$ cat src/rtl/peer_irq_pkg.sv
package peer_irq_pkg;
  localparam int unsigned GP_N   = 4;
  // control register layout
  localparam int unsigned C_EN_LSB  = 0;
  localparam int unsigned C_REQ_LSB = GP_N;
  localparam int unsigned C_NMI_REQ = 2 * GP_N;
  localparam int unsigned C_RN_EN   = 2 * GP_N + 1;
  localparam int unsigned C_RN_TRIG = 2 * GP_N + 2;
  // status register layout
  localparam int unsigned S_PEND_LSB = 0;
  localparam int unsigned S_NMI_PEND = GP_N;
  localparam int unsigned S_NMI_CLR  = GP_N + 1;
  localparam int unsigned S_RN_PEND  = GP_N + 2;
  localparam int unsigned S_REJECT   = GP_N + 3;
  localparam int unsigned DATA_W     = C_RN_TRIG + 1;
  localparam logic        SEL_STAT   = 1'b1;

  typedef logic [GP_N-1:0] gp_vec_t;

  // one direction's events: general interrupts, NMI, reset notification
  typedef struct packed {
    gp_vec_t gp;
    logic    nmi;
    logic    rn;
  } evt_t;

  // register fields carry interrupt 0 in the top bit
  function automatic gp_vec_t flip_gp(input gp_vec_t v);
    gp_vec_t r;
    for (int i = 0; i < GP_N; i++) r[i] = v[GP_N-1-i];
    return r;
  endfunction
endpackage

$ cat src/rtl/peer_irq_rst_sync.sv
module peer_irq_rst_sync (
  input  logic clk,
  input  logic rst_n,
  output logic rst_n_sync
);
  logic stage1_q, stage2_q;

  always_ff @(posedge clk or negedge rst_n) begin
    if (!rst_n) begin
      stage1_q <= 1'b0;
      stage2_q <= 1'b0;
    end else begin
      stage1_q <= 1'b1;
      stage2_q <= stage1_q;
    end
  end

  assign rst_n_sync = stage2_q;
endmodule

$ cat src/rtl/peer_irq_channel.sv
// Pending state for one direction: set by the requester, cleared by the peer.
module peer_irq_channel
  import peer_irq_pkg::*;
(
  input  logic clk,
  input  logic rst_n,
  input  evt_t trig,
  input  evt_t ack,
  output evt_t pend,
  output logic refused
);
  evt_t pend_q, pend_nx;
  logic upd;

  always_comb begin
    pend_nx     = pend_q;
    // trigger only acts on an idle bit, clear only on a set bit
    pend_nx.gp  = (pend_q.gp & ~ack.gp) | (trig.gp & ~pend_q.gp);
    pend_nx.nmi = (pend_q.nmi & ~ack.nmi) | (trig.nmi & ~pend_q.nmi);
    // notification has no handshake: a new event wins over a clear
    pend_nx.rn  = (pend_q.rn & ~ack.rn) | trig.rn;
    upd         = (|trig) | (|ack);
    refused     = (|(trig.gp & pend_q.gp)) | (trig.nmi & pend_q.nmi);
  end

  always_ff @(posedge clk or negedge rst_n) begin
    if (!rst_n) pend_q <= '0;
    else if (upd) pend_q <= pend_nx;
  end

  assign pend = pend_q;
endmodule

$ cat src/rtl/peer_irq_side.sv
// Register port, enables and interrupt outputs of one side.
module peer_irq_side
  import peer_irq_pkg::*;
(
  input  logic              clk,
  input  logic              rst_n,
  input  logic              wr_en,
  input  logic              wr_sel,
  input  logic [DATA_W-1:0] wr_data,
  input  logic              rd_sel,
  input  evt_t              inbound,
  input  gp_vec_t           out_gp,
  input  logic              out_nmi,
  input  logic              refused,
  output evt_t              trig,
  output evt_t              ack,
  output logic [DATA_W-1:0] rd_data,
  output logic              irq,
  output logic              nmi,
  output logic              rej
);
  gp_vec_t en_q, en_nx;
  logic    rn_en_q, rn_en_nx;
  logic    rej_q;
  logic    wr_ctrl, wr_stat, cfg_ce, rej_ce;
  gp_vec_t line;
  logic [DATA_W-1:0] ctrl_img, stat_img;

  always_comb begin
    wr_ctrl  = wr_en && (wr_sel != SEL_STAT);
    wr_stat  = wr_en && (wr_sel == SEL_STAT);

    trig     = '0;
    trig.gp  = wr_ctrl ? flip_gp(wr_data[C_REQ_LSB +: GP_N]) : '0;
    trig.nmi = wr_ctrl & wr_data[C_NMI_REQ];
    trig.rn  = wr_ctrl & wr_data[C_RN_TRIG];

    ack      = '0;
    ack.gp   = wr_stat ? flip_gp(wr_data[S_PEND_LSB +: GP_N]) : '0;
    ack.nmi  = wr_stat & wr_data[S_NMI_CLR];
    ack.rn   = wr_stat & wr_data[S_RN_PEND];

    cfg_ce   = wr_ctrl;
    en_nx    = flip_gp(wr_data[C_EN_LSB +: GP_N]);
    rn_en_nx = wr_data[C_RN_EN];
    rej_ce   = refused & ~rej_q;
  end

  always_ff @(posedge clk or negedge rst_n) begin
    if (!rst_n) begin
      en_q    <= '0;
      rn_en_q <= 1'b0;
    end else if (cfg_ce) begin
      en_q    <= en_nx;
      rn_en_q <= rn_en_nx;
    end
  end

  always_ff @(posedge clk or negedge rst_n) begin
    if (!rst_n) rej_q <= 1'b0;
    else if (rej_ce) rej_q <= 1'b1;
  end

  always_comb begin
    line           = inbound.gp & en_q;
    line[GP_N-1]   = line[GP_N-1] | (inbound.rn & rn_en_q);

    ctrl_img                         = '0;
    ctrl_img[C_EN_LSB +: GP_N]       = flip_gp(en_q);
    ctrl_img[C_REQ_LSB +: GP_N]      = flip_gp(out_gp);
    ctrl_img[C_NMI_REQ]              = out_nmi;
    ctrl_img[C_RN_EN]                = rn_en_q;

    stat_img                         = '0;
    stat_img[S_PEND_LSB +: GP_N]     = flip_gp(inbound.gp);
    stat_img[S_NMI_PEND]             = inbound.nmi;
    stat_img[S_RN_PEND]              = inbound.rn;
    stat_img[S_REJECT]               = rej_q;
  end

  assign rd_data = (rd_sel == SEL_STAT) ? stat_img : ctrl_img;
  assign irq     = |line;
  assign nmi     = inbound.nmi;
  assign rej     = rej_q;
endmodule

$ cat src/rtl/peer_irq_bridge.sv
module peer_irq_bridge
  import peer_irq_pkg::*;
(
  input  logic              clk,
  input  logic              rst_n,
  input  logic              a_wr_en,
  input  logic              a_wr_sel,
  input  logic [DATA_W-1:0] a_wr_data,
  input  logic              a_rd_sel,
  output logic [DATA_W-1:0] a_rd_data,
  output logic              a_irq,
  output logic              a_nmi,
  input  logic              b_wr_en,
  input  logic              b_wr_sel,
  input  logic [DATA_W-1:0] b_wr_data,
  input  logic              b_rd_sel,
  output logic [DATA_W-1:0] b_rd_data,
  output logic              b_irq,
  output logic              b_nmi
);
  localparam int unsigned SIDES = 2;

  logic              rst_n_s;
  logic              wr_en_v   [SIDES];
  logic              wr_sel_v  [SIDES];
  logic [DATA_W-1:0] wr_data_v [SIDES];
  logic              rd_sel_v  [SIDES];
  logic [DATA_W-1:0] rd_data_v [SIDES];
  logic              irq_v     [SIDES];
  logic              nmi_v     [SIDES];
  logic              rej_v     [SIDES];
  logic              refused_v [SIDES];
  evt_t              trig_v    [SIDES];
  evt_t              ack_v     [SIDES];
  // pend_v[s]: raised by side s, pending at the other side
  evt_t              pend_v    [SIDES];

  peer_irq_rst_sync u_rst (.clk(clk), .rst_n(rst_n), .rst_n_sync(rst_n_s));

  assign wr_en_v[0]   = a_wr_en;
  assign wr_sel_v[0]  = a_wr_sel;
  assign wr_data_v[0] = a_wr_data;
  assign rd_sel_v[0]  = a_rd_sel;
  assign wr_en_v[1]   = b_wr_en;
  assign wr_sel_v[1]  = b_wr_sel;
  assign wr_data_v[1] = b_wr_data;
  assign rd_sel_v[1]  = b_rd_sel;

  assign a_rd_data = rd_data_v[0];
  assign a_irq     = irq_v[0];
  assign a_nmi     = nmi_v[0];
  assign b_rd_data = rd_data_v[1];
  assign b_irq     = irq_v[1];
  assign b_nmi     = nmi_v[1];

  for (genvar s = 0; s < SIDES; s++) begin : g_side
    localparam int unsigned PEER = SIDES - 1 - s;

    peer_irq_channel u_chan (
      .clk     (clk),
      .rst_n   (rst_n_s),
      .trig    (trig_v[s]),
      .ack     (ack_v[PEER]),
      .pend    (pend_v[s]),
      .refused (refused_v[s])
    );

    peer_irq_side u_side (
      .clk     (clk),
      .rst_n   (rst_n_s),
      .wr_en   (wr_en_v[s]),
      .wr_sel  (wr_sel_v[s]),
      .wr_data (wr_data_v[s]),
      .rd_sel  (rd_sel_v[s]),
      .inbound (pend_v[PEER]),
      .out_gp  (pend_v[s].gp),
      .out_nmi (pend_v[s].nmi),
      .refused (refused_v[s]),
      .trig    (trig_v[s]),
      .ack     (ack_v[s]),
      .rd_data (rd_data_v[s]),
      .irq     (irq_v[s]),
      .nmi     (nmi_v[s]),
      .rej     (rej_v[s])
    );
  end
endmodule

$ cat config.mk
export PLATFORM = sky130hd
export DESIGN_NAME = peer_irq_bridge
export DESIGN_NICKNAME = d
export VERILOG_FILES = /design/src/rtl/peer_irq_pkg.sv /design/src/rtl/peer_irq_rst_sync.sv /design/src/rtl/peer_irq_channel.sv /design/src/rtl/peer_irq_side.sv /design/src/rtl/peer_irq_bridge.sv
export SDC_FILE = /design/constraint.sdc
export NUM_CORES = 1
export LEC_CHECK = 0
export ABC_AREA = 1
export BUFFER_PORTS_ARGS = -buffer_cell sky130_fd_sc_hd__buf_2
export CAP_MARGIN = 30
export CORE_AREA = 8 8 63 65
export DETAILED_ROUTE_END_ITERATION = 6
export DIE_AREA = 0 0 71 73
export GPL_TIMING_DRIVEN = 0
export PLACE_DENSITY = 0.78
export SLEW_MARGIN = 30
export SYNTH_ARGS = -nofsm -noshare
export SYNTH_HDL_FRONTEND = slang
export SYNTH_SLANG_ARGS = --single-unit
$ cat constraint.sdc
create_clock -name clk -period 1.1 [get_ports clk]
set_input_delay 0.22 -clock clk [delete_from_list [all_inputs] [get_ports clk]]
set_output_delay 0.22 -clock clk [all_outputs]
set_load 0.02 [all_outputs]
==> out/results.ini <==
[detailed_routing]
route.met3.wl_um=306
first_iter_violations=113
wl_met1_mm=1.73
wl_per_cell_um=14.3
dr_total_vias=1485
route.met2.wl_mm=2.02
firstDrtPassIters=4
wl_mm=4.13
drc=0
vias_per_cell=5.14
top_layer_used=met4
ant_nets=0

[timing]
slew_violations=0
hold_slack_ns=0.0915
period_share=1.35
slew_headroom=0.641
final_hold_viol_count=0
worst_slack_ns=-0.385
setup_viol=24
fin_crit_ns=1.48
fin_worst_skew_ns=0.00604
tightest_slew_ns=0.538
rsz0062_at_grt=true
max_freq_mhz=673
fin_setup_tns_ns=-5.21

[clock_tree]
cts_max_level=1
clock-sinks=26
path_clk_slew_ns=0.15
cts_root_buf=clkbuf_4
numCtsBuffers=3
tritoncts=done
insertion_delay_ns=0.32
clockBufferDepth=2

[power_and_ir_drop]
p_int_w=0.00193
leakage_nw=1.06
pwr-share-seq=0.415
p_sw_frac=0.377
power_frac_comb=0.425
clockPowerShare=0.160
peakVddDrop_uv=858
p_sw_w=0.00117
power_density_nw_per_um2=1540

[logic_synthesis]
synthCells=191
synth_area_um2=1400
synth_most_common_cell=nand2_1
ys_async_sr_fraction=1.00
synth_cell_types=16
ys_seq_area_frac=0.466
synth_top_area_frac=0.466
ys_ff_latch=26
yosysWarnings=0
synth.top_cells.by_count=nand2_1, o21ai_0, dfrtp_1
synthTopCellsByArea=dfrtp_1, nand2_1, o21ai_0
synth_area_per_cell_um2=7.32
synth_flop_cell=dfrtp_1
synth_top_area_cell=dfrtp_1
synth-edff-count=0

[floorplanning]
fp-row-count=20
core_area_um2=2950
io_pins=56
die_y_um=73
initial_core_util=0.473
die_area_um2=5180
die_x_um=71

[global_route]
antenna_found_initial=0
first_global_vias=1477
grt_pass1_wl_mm=6.55
grt-ovfl-total=0
grt_max_degree=25
track_usage=0.156

[worst_setup_path]
cp-start-kind=flip-flop
slowest_stage=dfrtp_1
worst-path-buf-inv=1
endpoint_kind=primary output
r2r_slack_ns=0.12
critical_path_class=reg -> out
crit_family=flip-flops
crit_path_max_incr_delay_ns=0.45
path_cells=nand2_1 > nand2_1 > a21oi_2 > nand3_1 > buf_6
cp.required_ns=0.88
critPathArrivalTime_ns=1.26
path_common_cell=nand2_1
crit_fanout=5

[hold_path]
hold_path.class=in -> reg

[placement]
place_hpwl_mm=3.00
placed_cells=275
postPlaceCellArea_um2=1690
io_buffer_count=50
finalWeightedCongestion=0.878

[finish]
stdcell_count=289
area_growth_pct=43.8
layout-drive-gt1-share=0.414
fin_util=0.681
n_antenna_cell=0
fin_nets=287
design_area_um2=2010

[run]
maxCapViolCount=0

[outcome]
outcome=finished with violations
violations=setup timing

[flip-flops by register name, indices dropped and copies added (netlist names)]
name / count
g_side.u_chan.pend: 12
g_side.u_side.en_q: 8
g_side.u_side.rej: 2
g_side.u_side.rn_en_q: 2
u_rst.rst_n_sync: 1
u_rst.stage1_q: 1
[final cells by class]
type                       instances  area, µm²
inverter                          29        114
sequential                        26        653
buffer                             7       47.5
tap                               33       41.3
timing repair buffer              60        448
clock buffer                       4       36.3
multi-input combinational        130        669
fill                             257        943
[layout by cell type (no fill, tap or decap), types with 4 or more instances in the layout]
cell type,synthesis,final
inv_1,25,15
o21ai_2,0,6
buf_6,0,16
nand2_1,45,45
nand4_1,6,6
nor2_1,20,16
buf_4,4,21
a21oi_2,0,7
buf_2,3,28
o21ai_0,30,23
inv_2,4,13
clkbuf_4,0,4
nand3_1,11,11
dfrtp_1,26,24
[final timing paths]
check | from | end | cells past startpoint
max in group asynchronous | u_rst.rst_n_sync | g_side[1].u_chan.pend[5] | 0
worst min-delay path | a_wr_data[10] | g_side[0].u_chan.pend[0] | 3
worst min register to register | u_rst.rst_n_sync | g_side[0].u_side.en_q[0] | 0
min in group asynchronous | rst_n | u_rst.rst_n_sync | 2
worst max register to register | g_side[0].u_chan.pend[5] | g_side[0].u_side.rej | 5
worst max-delay path | g_side[1].u_chan.pend[3] | a_irq | 5
[routing by layer]
layer,vias up,global-route usage
met5,-,0
met4,0,0.0531
met3,6,0.0316
met2,65,0.279
met1,678,0.179
li1,736,-
[power groups by stage]
| stage | combinational, W | clock [W] | sequential [W] |
|---|---|---|---|
| floorplan | 0.000573 | 0 | 0.00127 |
| global placement | 0.000878 | 0 | 0.00128 |
| detailed placement | 0.000889 | 0 | 0.00129 |
| CTS | 0.00114 | 0.000492 | 0.00127 |
| global route | 0.00142 | 0.000545 | 0.00130 |
| finish | 0.00131 | 0.000493 | 0.00128 |
[kinds of logic after synthesis]
kind of cell,count (synthesis),share of synthesized area
DFF,26,0.466
AOI/OAI and AO/OA,42,0.154
muxes,1,0.00806
buffers and inverters,36,0.110
other,2,0.00537
and+or+nand+nor,84,0.257
[what timing repair did]
action	4_1_cts	5_1_grt
resized for setup	40	36
buffers inserted	6	3
hold buffers	1	0
hold endpoints to repair	2	0
setup endpoints to repair	24	24
pin swaps	2	7
[through the flow]
step                setup WS, ns  power [W]
floorplan                -0.0188    0.00184
global placement          -0.158    0.00216
detailed placement        -0.151    0.00218
CTS                       -0.368    0.00289
global route              -0.463    0.00327
finish                    -0.385    0.00309
[worst reg2reg max path: stages, from the launching register on]
cell	delay (ns)
dfrtp_1	0.45
buf_4	0.16
nand4_1	0.07
nand2_1	0.06
nor2_1	0.09
nand2_1	0.05
(Power assumes the default switching activity.)
